==> config.mk <==
export PLATFORM = sky130hd
export DESIGN_NAME = ebal_cascade_ctrl
export DESIGN_NICKNAME = d
export VERILOG_FILES = /design/src/rtl/ebal_pkg.sv /design/src/rtl/ebal_phase_gen.sv /design/src/rtl/ebal_energy_ref.sv /design/src/rtl/ebal_chan.sv /design/src/rtl/ebal_bridge.sv /design/src/rtl/ebal_cascade_ctrl.sv
export SDC_FILE = /design/constraint.sdc
export NUM_CORES = 1
export LEC_CHECK = 0
export BUFFER_PORTS_ARGS = -buffer_cell sky130_fd_sc_hd__buf_2
export CORE_MARGIN = 2
export CORE_UTILIZATION = 40
export DETAILED_ROUTE_END_ITERATION = 12
export PLACE_DENSITY_LB_ADDON = 0.1
export SYNTH_ARGS = -nofsm -noshare
export SYNTH_HDL_FRONTEND = slang
export SYNTH_SLANG_ARGS = --single-unit
==> constraint.sdc <==
create_clock -name clk -period 17.8 [get_ports clk]
set_input_delay 3.56 -clock clk [delete_from_list [all_inputs] [get_ports clk]]
set_output_delay 3.56 -clock clk [all_outputs]
set_load 0.02 [all_outputs]
==> src/rtl/ebal_pkg.sv <==
package ebal_pkg;
    typedef enum logic [1:0] {CH_LOW, CH_RISE, CH_HIGH, CH_FALL} ch_st_e;
    typedef enum logic [1:0] {BR_GAP, BR_POS, BR_NEG} br_st_e;
endpackage

==> src/rtl/ebal_phase_gen.sv <==
module ebal_phase_gen #(
    parameter int NCELL  = 2,
    parameter int PERIOD = 40
) (
    input  logic             clk,
    input  logic             rst,
    output logic [NCELL-1:0] start_o,
    output logic [NCELL-1:0] force_o
);
    localparam int CW = $clog2(PERIOD);
    logic [CW-1:0] cnt_q;

    always_ff @(posedge clk) begin
        if (rst) cnt_q <= '0;
        else     cnt_q <= (cnt_q == CW'(PERIOD-1)) ? '0 : cnt_q + 1'b1;
    end

    for (genvar k = 0; k < NCELL; k++) begin : g_ph
        localparam int OFS = k * PERIOD / NCELL;
        localparam int FPT = (OFS + PERIOD - 1) % PERIOD;
        assign start_o[k] = !rst && (cnt_q == CW'(OFS));
        assign force_o[k] = !rst && (cnt_q == CW'(FPT));

        // the forced off is always followed by that channel's start
        a_r6_force_then_start: assert property (@(posedge clk) disable iff (rst)
            force_o[k] |=> start_o[k]);
    end

    // the start points are distinct
    a_r2_start_onehot: assert property (@(posedge clk) disable iff (rst)
        $onehot0(start_o));
endmodule

==> src/rtl/ebal_energy_ref.sv <==
module ebal_energy_ref #(
    parameter int DW  = 8,
    parameter int AW  = 24,
    parameter int SPP = 4
) (
    input  logic                 clk,
    input  logic                 rst,
    input  logic                 vld_i,
    input  logic                 cap_i,
    input  logic signed [DW-1:0] v_ref,
    input  logic signed [DW-1:0] i_out,
    input  logic signed [DW-1:0] v_ind,
    input  logic signed [DW-1:0] i_ind,
    output logic [AW:0]          ref_o
);
    localparam int PW = 2 * DW;
    logic signed [PW-1:0] p_out, p_ind;
    logic [PW-1:0]        m_out, m_ind;
    logic [AW-1:0]        t1_q, run_q, held_q;

    assign p_out = v_ref * i_out;
    assign p_ind = v_ind * i_ind;
    assign m_out = p_out[PW-1] ? PW'(-p_out) : PW'(p_out);
    assign m_ind = p_ind[PW-1] ? PW'(-p_ind) : PW'(p_ind);

    always_ff @(posedge clk) begin
        if (rst) begin
            t1_q   <= '0;
            run_q  <= '0;
            held_q <= '0;
        end else begin
            if (vld_i) t1_q <= AW'(m_out) * AW'(SPP);
            if (cap_i) begin
                held_q <= run_q;
                run_q  <= vld_i ? AW'(m_ind) : '0;
            end else if (vld_i) begin
                run_q  <= run_q + AW'(m_ind);
            end
        end
    end

    assign ref_o = {1'b0, t1_q} + {1'b0, held_q};

    // the inductor term only moves at a period capture
    a_r5_held_stable: assert property (@(posedge clk) disable iff (rst)
        !cap_i |=> $stable(held_q));
endmodule

==> src/rtl/ebal_chan.sv <==
module ebal_chan
    import ebal_pkg::*;
#(
    parameter int DW   = 8,
    parameter int AW   = 24,
    parameter int DEAD = 2
) (
    input  logic          clk,
    input  logic          rst,
    input  logic          start_i,
    input  logic          force_i,
    input  logic          vld_i,
    input  logic [DW-1:0] cell_v,
    input  logic [DW-1:0] i_mag,
    input  logic [AW:0]   ref_i,
    output logic          hi_o,
    output logic          lo_o
);
    localparam int RW  = AW + 1;
    localparam int DCW = $clog2(DEAD + 1);
    ch_st_e          st_q, st_n;
    logic [DCW-1:0]  dcnt_q;
    logic [RW-1:0]   acc_q, acc_n;
    logic [2*DW-1:0] e_smp;
    logic            trip;

    assign e_smp = cell_v * i_mag;
    assign acc_n = acc_q + (vld_i ? RW'(e_smp) : '0);
    assign trip  = (acc_n >= ref_i);

    always_comb begin
        st_n = st_q;
        unique case (st_q)
            CH_LOW:  if (start_i) st_n = CH_RISE;
            CH_RISE: if (force_i) st_n = CH_FALL;
                     else if (dcnt_q == DCW'(DEAD-1)) st_n = CH_HIGH;
            CH_HIGH: if (force_i || trip) st_n = CH_FALL;
            CH_FALL: if (start_i) st_n = CH_RISE;
                     else if (dcnt_q == DCW'(DEAD-1)) st_n = CH_LOW;
            default: st_n = CH_LOW;
        endcase
    end

    always_ff @(posedge clk) begin
        if (rst) begin
            st_q   <= CH_LOW;
            dcnt_q <= '0;
            acc_q  <= '0;
        end else begin
            st_q   <= st_n;
            dcnt_q <= (st_n != st_q) ? '0 : dcnt_q + 1'b1;
            acc_q  <= (st_q == CH_HIGH && st_n == CH_HIGH) ? acc_n : '0;
        end
    end

    always_comb begin
        hi_o = (st_q == CH_HIGH);
        lo_o = (st_q == CH_LOW);
    end

    a_r7_no_overlap: assert property (@(posedge clk) disable iff (rst)
        !(hi_o && lo_o));
    a_r7_gap_after_upper: assert property (@(posedge clk) disable iff (rst)
        $fell(hi_o) |-> !lo_o);
    a_r7_gap_after_lower: assert property (@(posedge clk) disable iff (rst)
        $fell(lo_o) |-> !hi_o);
    // the integrator is zero whenever the upper switch has just opened
    a_r3_cleared_on_off: assert property (@(posedge clk) disable iff (rst)
        $fell(hi_o) |-> (acc_q == '0));
    // the upper switch is already open when a start arrives
    a_r6_off_at_start: assert property (@(posedge clk) disable iff (rst)
        start_i |-> !hi_o);
endmodule

==> src/rtl/ebal_bridge.sv <==
module ebal_bridge
    import ebal_pkg::*;
#(
    parameter int DEAD = 2
) (
    input  logic       clk,
    input  logic       rst,
    input  logic       vld_i,
    input  logic       neg_i,
    output logic [3:0] gate_o
);
    localparam int DCW = $clog2(DEAD + 1);
    br_st_e         st_q, st_n;
    logic [DCW-1:0] dcnt_q;
    logic           tgt_neg_q;

    always_comb begin
        st_n = st_q;
        unique case (st_q)
            BR_GAP:  if (dcnt_q == DCW'(DEAD-1)) st_n = tgt_neg_q ? BR_NEG : BR_POS;
            BR_POS:  if (vld_i && neg_i)  st_n = BR_GAP;
            BR_NEG:  if (vld_i && !neg_i) st_n = BR_GAP;
            default: st_n = BR_GAP;
        endcase
    end

    always_ff @(posedge clk) begin
        if (rst) begin
            st_q      <= BR_GAP;
            dcnt_q    <= '0;
            tgt_neg_q <= 1'b0;
        end else begin
            st_q   <= st_n;
            dcnt_q <= (st_n != st_q) ? '0 : dcnt_q + 1'b1;
            if (vld_i) tgt_neg_q <= neg_i;
        end
    end

    always_comb begin
        unique case (st_q)
            BR_POS:  gate_o = 4'b1001;
            BR_NEG:  gate_o = 4'b0110;
            default: gate_o = 4'b0000;
        endcase
    end

    a_r9_legal_pattern: assert property (@(posedge clk) disable iff (rst)
        (gate_o == 4'b0000) || (gate_o == 4'b1001) || (gate_o == 4'b0110));
    a_r9_break_before_make: assert property (@(posedge clk) disable iff (rst)
        ($past(gate_o) != 4'b0000 && gate_o != $past(gate_o)) |-> gate_o == 4'b0000);
endmodule

==> src/rtl/ebal_cascade_ctrl.sv <==
module ebal_cascade_ctrl #(
    parameter int NCELL  = 2,
    parameter int PERIOD = 40,
    parameter int DEAD   = 2,
    parameter int DW     = 8,
    parameter int AW     = 24,
    parameter int SPP    = 4
) (
    input  logic                  clk,
    input  logic                  rst,
    input  logic                  smp_vld,
    input  logic [NCELL*DW-1:0]   cell_v,
    input  logic signed [DW-1:0]  i_ind,
    input  logic signed [DW-1:0]  v_ind,
    input  logic signed [DW-1:0]  i_out,
    input  logic signed [DW-1:0]  v_ref,
    output logic [NCELL-1:0]      upper_g,
    output logic [NCELL-1:0]      lower_g,
    output logic [3:0]            bridge_g
);
    logic [NCELL-1:0] start_s, force_s;
    logic [AW:0]      ref_s;
    logic [DW-1:0]    i_mag;

    assign i_mag = i_ind[DW-1] ? DW'(-i_ind) : DW'(i_ind);

    ebal_phase_gen #(.NCELL(NCELL), .PERIOD(PERIOD)) u_phase (
        .clk(clk), .rst(rst), .start_o(start_s), .force_o(force_s));

    ebal_energy_ref #(.DW(DW), .AW(AW), .SPP(SPP)) u_ref (
        .clk(clk), .rst(rst), .vld_i(smp_vld), .cap_i(start_s[0]),
        .v_ref(v_ref), .i_out(i_out), .v_ind(v_ind), .i_ind(i_ind), .ref_o(ref_s));

    for (genvar k = 0; k < NCELL; k++) begin : g_cell
        ebal_chan #(.DW(DW), .AW(AW), .DEAD(DEAD)) u_chan (
            .clk(clk), .rst(rst), .start_i(start_s[k]), .force_i(force_s[k]),
            .vld_i(smp_vld), .cell_v(cell_v[k*DW +: DW]), .i_mag(i_mag),
            .ref_i(ref_s), .hi_o(upper_g[k]), .lo_o(lower_g[k]));
    end

    ebal_bridge #(.DEAD(DEAD)) u_bridge (
        .clk(clk), .rst(rst), .vld_i(smp_vld), .neg_i(v_ref[DW-1]), .gate_o(bridge_g));
endmodule

==> metrics.md, run 1 <==
| Metric | Value |
|---|---|
| Die Width | `221 um` |
| First-pass GRT wire length | `71500 um` |
| Final non-filler cell area | `20300 sq um` |
| Placed inst area | `19700 sq um` |
| Final period utilization | `0.699` |
| DR vias | `14.5k` |
| Worst min path class | `reg2reg` |
| Dpl cells | `2814` |
| Largest net degree at the start of global routing | `53` |
| Routability cong. | `0.838` |
| CTS Buf Count | `17` |
| Slew margin rel. | `0.188` |
| Flop pwr share | `0.104` |
| Slowest Stage Delay on Critical Path | `0.95 ns` |
| # rows | `79` |
| Die ar. | `48700 sq um` |
| Setup WS pre-CTS | `4.94 ns` |
| Sw Share | `0.493` |
| I/O Buffers | `58` |
| Post-Syn Nets | `2688` |
| P_sw | `0.00176 W` |
| Ys async rst share | `0` |
| Required time of the critical path | `18.14 ns` |
| Worst slew pin tran | `1.21 ns` |
| # IOs | `59` |
| Pint | `0.00180 W` |
| Initial antenna violation count | `0` |
| # DRC | `0` |
| #FFs+latches synth | `133` |
| Post-synth EDFFs | `0` |
| CTS tree | `built` |
| Final WL | `43100 um` |
| Min cycle time layout | `12.45 ns` |
| Fmax | `80.3 MHz` |
| WP data arrival | `12.79 ns` |
| Clk pwr share | `0.108` |
| Clk slew on worst S/H paths | `0.06 ns` |
| Worst Skew | `0.0141 ns` |
| Post-Layout Cell Count | `2846` |
| Mean Syn Cell Area | `8.54 sq um` |
| Cell leakage power | `9.71 nW` |
| Remaining global-route overflow | `0` |
| Unrepaired setup endpoints after global routing | `false` |
| Antenna diodes | `0` |
| Crit path launch type | `primary input` |
| P per Cell Area | `175 nW/um^2` |
| Global-route usage over all layers | `0.181` |
| Core area | `46500 sq um` |
| Clk_lat worst skew | `0.44 ns` |
| NumNets Final | `2715` |
| Slack of the critical path | `5.35 ns` |
| Ys flop type | `dfxtp_1` |
| Combinational power share | `0.788` |
| Detailed Place HPWL | `35600 um` |
| Sequential-to-total area share from yosys stat | `0.142` |
| Ys Warns | `0` |
| Yosys cell types | `73` |
| VDD IR max | `151 uV` |
| Routed WL per cell | `15.1 um` |
| CP max FO | `26` |
| Chip height | `221 um` |
| Finished Core Util | `0.437` |
| Share of post-route cells with drive strength above 1 | `0.0576` |
| Worst-case clock buffer depth | `2` |
| Filler cells | `4688` |
| Critical Path Sink Type | `register` |
| Status | `completed` |
| Worst path slowest cell | `xnor2_1` |
| Final hold vios | `0` |
| Maxcap violations | `0` |
| # Post-CTS Setup Buffers | `0` |
| Antenna-violating nets left | `0` |
| Cts hold-fix bufs | `0` |
| First-pass iteration count of the detailed router | `5` |
| Cells after synthesis | `2199` |
| Critical path class | `in2reg` |
| Final Max Slew Viols | `0` |
| Area Growth Syn to Fin | `8.18%` |
| Vias in the first global route | `14.6k` |
| Root Driver | `clkbuf_16` |
| H-tree levels | `4` |
| DR vias/cell | `5.09` |
| Sinks on Clock Net | `133` |
| TNS Setup | `0 ns` |
| Post-CTS sizing | `0` |
| 1st-iter DRT viols | `666` |
| Final setup fails | `0` |
| Initial core utilization | `0.404` |
| Post-synthesis cell area | `18800 sq um` |
[layout make-up]
cell class	count	area, sq um	area share
multi-input combinational	1761	14900	0.736
sequential	133	2660	0.131
inverter	242	908	0.0447
tap	607	759	0.0374
clock buffer	20	467	0.0230
timing repair buffer	71	388	0.0191
clock inverter	12	176	0.00869
[routing by layer]
layer / global-route usage / vias up / wire (um)
met5: 0 / - / 0
met3: 0.0225 / 24 / 892
met1: 0.248 / 6970 / 21100
li1: - / 7356 / -
met2: 0.309 / 141 / 20800
met4: 0.0296 / 0 / 319
[flip-flops by register name (all words and copies together), names as in the netlist]
register / cells
u_bridge.tgt_neg_q: 1
g_cell.u_chan.dcnt_q: 4
u_bridge.st_q: 2
u_ref.run_q: 24
u_ref.t1_q: 16
u_phase.cnt_q: 6
g_cell.u_chan.acc_q: 50
u_bridge.dcnt_q: 2
u_ref.held_q: 24
g_cell.u_chan.st_q: 4
[path summary, 6_finish.rpt]
| path | startpoint | end | slack [ns] | cells after the start |
|---|---|---|---|---|
| setup / recovery | i_ind[0] | g_cell[0].u_chan.acc_q[19]$_SDFF_PP0_ | 5.35 | 34 |
| hold / removal | g_cell[1].u_chan.dcnt_q[0]$_SDFF_PP0_ | g_cell[1].u_chan.dcnt_q[0]$_SDFF_PP0_ | 0.42 | 1 |
| setup reg to reg | u_ref.t1_q[2]$_SDFFE_PP0P_ | g_cell[0].u_chan.acc_q[19]$_SDFF_PP0_ | 13.02 | 18 |
| hold reg to reg | g_cell[1].u_chan.dcnt_q[0]$_SDFF_PP0_ | g_cell[1].u_chan.dcnt_q[0]$_SDFF_PP0_ | 0.42 | 1 |
[through the flow]
| stage | hold slack, ns | total power [W] |
|---|---|---|
| floorplan | 0.395 | 0.00265 |
| global placement | 0.406 | 0.00315 |
| detailed placement | 0.412 | 0.00319 |
| CTS | 0.426 | 0.00359 |
| global route | 0.448 | 0.00395 |
| finish | 0.423 | 0.00356 |
[power by group through the flow]
stage / combinational [W] / clock [W] / sequential [W]
final: 0.00280 / 0.000386 / 0.000370
after global routing: 0.00317 / 0.000408 / 0.000374
after CTS: 0.00283 / 0.000396 / 0.000370
after detailed placement: 0.00281 / 0 / 0.000376
after global placement: 0.00278 / 0 / 0.000375
after floorplan: 0.00229 / 0 / 0.000362
[critical path: cells and delay by family]
| family | cells | cell delay [ns] |
|---|---|---|
| adders and majority gates | 8 | 3.23 |
| AOI/OAI and AO/OA | 10 | 2.55 |
| and+or+nand+nor | 9 | 1.46 |
| xor gates and xnor gates | 3 | 1.15 |
| buffers and inverters | 4 | 0.82 |
[placed cells by master, fill, tap and decap left out, drive strengths merged, types with 40 or more instances in the layout]
cell and n:
inv 242, fa 186, nand2b 40, xnor2 104, a21o 46, a21oi 109
buf 71, dfxtp 133, nor2 143, o21ai 59, ha 252, nand2 194
nor2b 78, xor2 61, and2 183
[synthesized netlist by cell type (all sizes together), types with 59 or more instances]
cell type / count / area share
nor2: 143 / 0.029
a21oi: 109 / 0.029
o21ai: 59 / 0.016
inv: 242 / 0.048
xor2: 61 / 0.028
nor2b: 78 / 0.026
nand2: 194 / 0.039
and2: 183 / 0.061
dfxtp: 133 / 0.14
xnor2: 104 / 0.049
fa: 186 / 0.20
ha: 252 / 0.17
[kinds of logic after synthesis]
group                      count (synthesis)  share of synthesized area
and+or+nand+nor                          797                      0.222
buffers and inverters                    305                     0.0630
xor gates and xnor gates                 165                     0.0770
DFF                                      133                      0.142
muxes                                     11                    0.00593
adders and majority gates                438                      0.366
AOI/OAI and AO/OA                        350                      0.123
No activity file was read; power rests on OpenSTA's default activity.
==> run 2, diff against run 1 <==
==> constraint.sdc (replaced) <==
create_clock -name clk -period 11.59 [get_ports clk]
set_input_delay 2.318 -clock clk [delete_from_list [all_inputs] [get_ports clk]]
set_output_delay 2.318 -clock clk [all_outputs]
set_load 0.02 [all_outputs]
==> metrics.md, run 2 (synthesized netlist as in run 1, its figures left out) <==
| Metric | Value |
|---|---|
| Chip height | `221 um (unchanged)` |
| Slew margin rel. | `0.217 (was 0.188)` |
| Initial antenna violation count | `0 (unchanged)` |
| Share of post-route cells with drive strength above 1 | `0.0571 (was 0.0576)` |
| First-pass GRT wire length | `72600 um (was 71500 um)` |
| Clk_lat worst skew | `0.44 ns (about the same)` |
| Sinks on Clock Net | `133 (unchanged)` |
| Fmax | `92.8 MHz` |
| H-tree levels | `4 (unchanged)` |
| I/O Buffers | `58 (unchanged)` |
| VDD IR max | `243 uV (was 151 uV)` |
| Status | `completed (unchanged)` |
| Global-route usage over all layers | `0.184 (was 0.181)` |
| Routed WL per cell | `15.1 um (about the same)` |
| NumNets Final | `2716 (was 2715)` |
| Final period utilization | `0.930` |
| Final setup fails | `0 (unchanged)` |
| Post-Layout Cell Count | `2847 (was 2846)` |
| Maxcap violations | `0 (unchanged)` |
| Critical path class | `in2reg (unchanged)` |
| DR vias/cell | `5.12 (was 5.09)` |
| Commonest cells after routing, fill and taps aside | `252 x ha_1, 242 x inv_1, 194 x nand2_1, 186 x fa_1, 182 x and2_1 (unchanged)` |
| Initial core utilization | `0.404 (unchanged)` |
| Unrepaired setup endpoints after global routing | `false (unchanged)` |
| DR vias | `14.6k (was 14.5k)` |
| Worst Skew | `0.0125 ns (was 0.0141 ns)` |
| CP max FO | `16 (was 26)` |
| Final Max Slew Viols | `0 (unchanged)` |
| Dpl cells | `2815 (was 2814)` |
| Crit path launch type | `primary input (unchanged)` |
| Worst path slowest cell | `xnor2_1 (unchanged)` |
| Worst min path class | `reg2reg (unchanged)` |
| Routability cong. | `0.810 (was 0.838)` |
| Remaining global-route overflow | `0 (unchanged)` |
| First-pass iteration count of the detailed router | `5 (unchanged)` |
| Met1 Wirelength | `21000 um (was 21100 um)` |
| Die Width | `221 um (unchanged)` |
| Root Driver | `clkbuf_16 (unchanged)` |
| CTS Buf Count | `17 (unchanged)` |
| Vias in the first global route | `14.7k (was 14.6k)` |
| Required time of the critical path | `11.95 ns (was 18.14 ns)` |
| Post-CTS sizing | `0 (unchanged)` |
| Final WL | `42900 um (was 43100 um)` |
| Max layer used | `met4 (unchanged)` |
| P per Cell Area | `269 nW/um^2 (was 175 nW/um^2)` |
| # DRC | `0 (unchanged)` |
| Core area | `46500 sq um (unchanged)` |
| Area Growth Syn to Fin | `8.25% (was 8.18%)` |
| # IOs | `59 (unchanged)` |
| Clk slew on worst S/H paths | `0.06 ns (about the same)` |
| Antenna-violating nets left | `0 (unchanged)` |
| Min cycle time layout | `10.78 ns` |
| Antenna diodes | `0 (unchanged)` |
| Largest register FFs | `50 (unchanged)` |
| Most common cell after layout, fill and taps aside | `ha_1 (unchanged)` |
| Setup WS pre-CTS | `0.324 ns (was 4.94 ns)` |
| Worst slew pin tran | `1.17 ns (was 1.21 ns)` |
| Die ar. | `48700 sq um (unchanged)` |
| Most flop-heavy register | `g_cell.u_chan.acc_q (unchanged)` |
| Critical Path Sink Type | `register (unchanged)` |
| Largest net degree at the start of global routing | `53 (unchanged)` |
| Largest regs | `g_cell.u_chan.acc_q: 50 flops, u_ref.held_q: 24 flops, u_ref.run_q: 24 flops (unchanged)` |
| Final hold vios | `0 (unchanged)` |
| DR WL met3 | `918 um (was 892 um)` |
| # Post-CTS Setup Buffers | `0 (unchanged)` |
| Filler cells | `4696 (was 4688)` |
| Cts hold-fix bufs | `0 (unchanged)` |
| CTS tree | `built (unchanged)` |
| Detailed Place HPWL | `35900 um (was 35600 um)` |
| Slowest Stage Delay on Critical Path | `0.92 ns (was 0.95 ns)` |
| # rows | `79 (unchanged)` |
| Worst-case clock buffer depth | `2 (unchanged)` |
| Met2 wire length | `20800 um (about the same)` |
| Slack of the critical path | `0.814 ns (was 5.35 ns)` |
| Cell leakage power | `9.72 nW (was 9.71 nW)` |
| TNS Setup | `0 ns (unchanged)` |
| 1st-iter DRT viols | `646 (was 666)` |
| WP data arrival | `11.13 ns (was 12.79 ns)` |
## run 2: metrics by stage
step	hold slack, ns	cell area (sq um)	power [W]	util
2_1_floorplan	0.395	18800	0.00407	-
4_1_cts	0.422	20300	0.00554	0.437
6_report	0.421	20300	0.00547	0.437
3_5_place_dp	0.412	19700	0.00490	0.423
5_1_grt	0.437	20300	0.00613	0.437
3_3_place_gp	0.405	19700	0.00485	0.423
## run 2: metal layers
| layer | GRT usage | up-vias |
|---|---|---|
| li1 | - | 7376 |
| met1 | 0.254 | 7083 |
| met2 | 0.312 | 93 |
| met3 | 0.0250 | 20 |
| met4 | 0.0258 | 0 |
| met5 | 0 | - |
## run 2: final cells by class
cell class,instances,area (sq um),share of cell area
Inverter,242,908,0.0447
Sequential cell,133,2660,0.131
Multi-Input combinational cell,1761,14900,0.735
Timing Repair Buffer,72,395,0.0195
Clock buffer,20,447,0.0220
Clock inverter,12,203,0.00998
Tap cell,607,759,0.0374
## run 2: worst max-delay path: cells and delay by family
kind                     cells  cell delay (ns)
XOR/XNOR                     3             1.12
adder cells (fa/ha/maj)      7             2.50
buffers and inverters        6             0.74
AND/OR/NAND/NOR              7             1.36
AO/OA/AOI/OAI               13             3.06
## run 2: final timing paths
kind,start,to,slack (ns),cells after the start
setup / recovery,i_ind[7],g_cell[0].u_chan.dcnt_q[1]$_SDFF_PP0_,0.81,36
hold / removal,u_bridge.dcnt_q[0]$_SDFF_PP0_,u_bridge.dcnt_q[0]$_SDFF_PP0_,0.42,1
setup reg to reg,u_ref.t1_q[2]$_SDFFE_PP0P_,g_cell[0].u_chan.dcnt_q[1]$_SDFF_PP0_,6.71,18
hold reg to reg,u_bridge.dcnt_q[0]$_SDFF_PP0_,u_bridge.dcnt_q[0]$_SDFF_PP0_,0.42,1
## run 2: report_power, final
part           internal (W)  switching (W)  total [W]
Clock              0.000388       0.000214   0.000602
Combinational       0.00187        0.00243    0.00430
Sequential         0.000521      0.0000458   0.000567
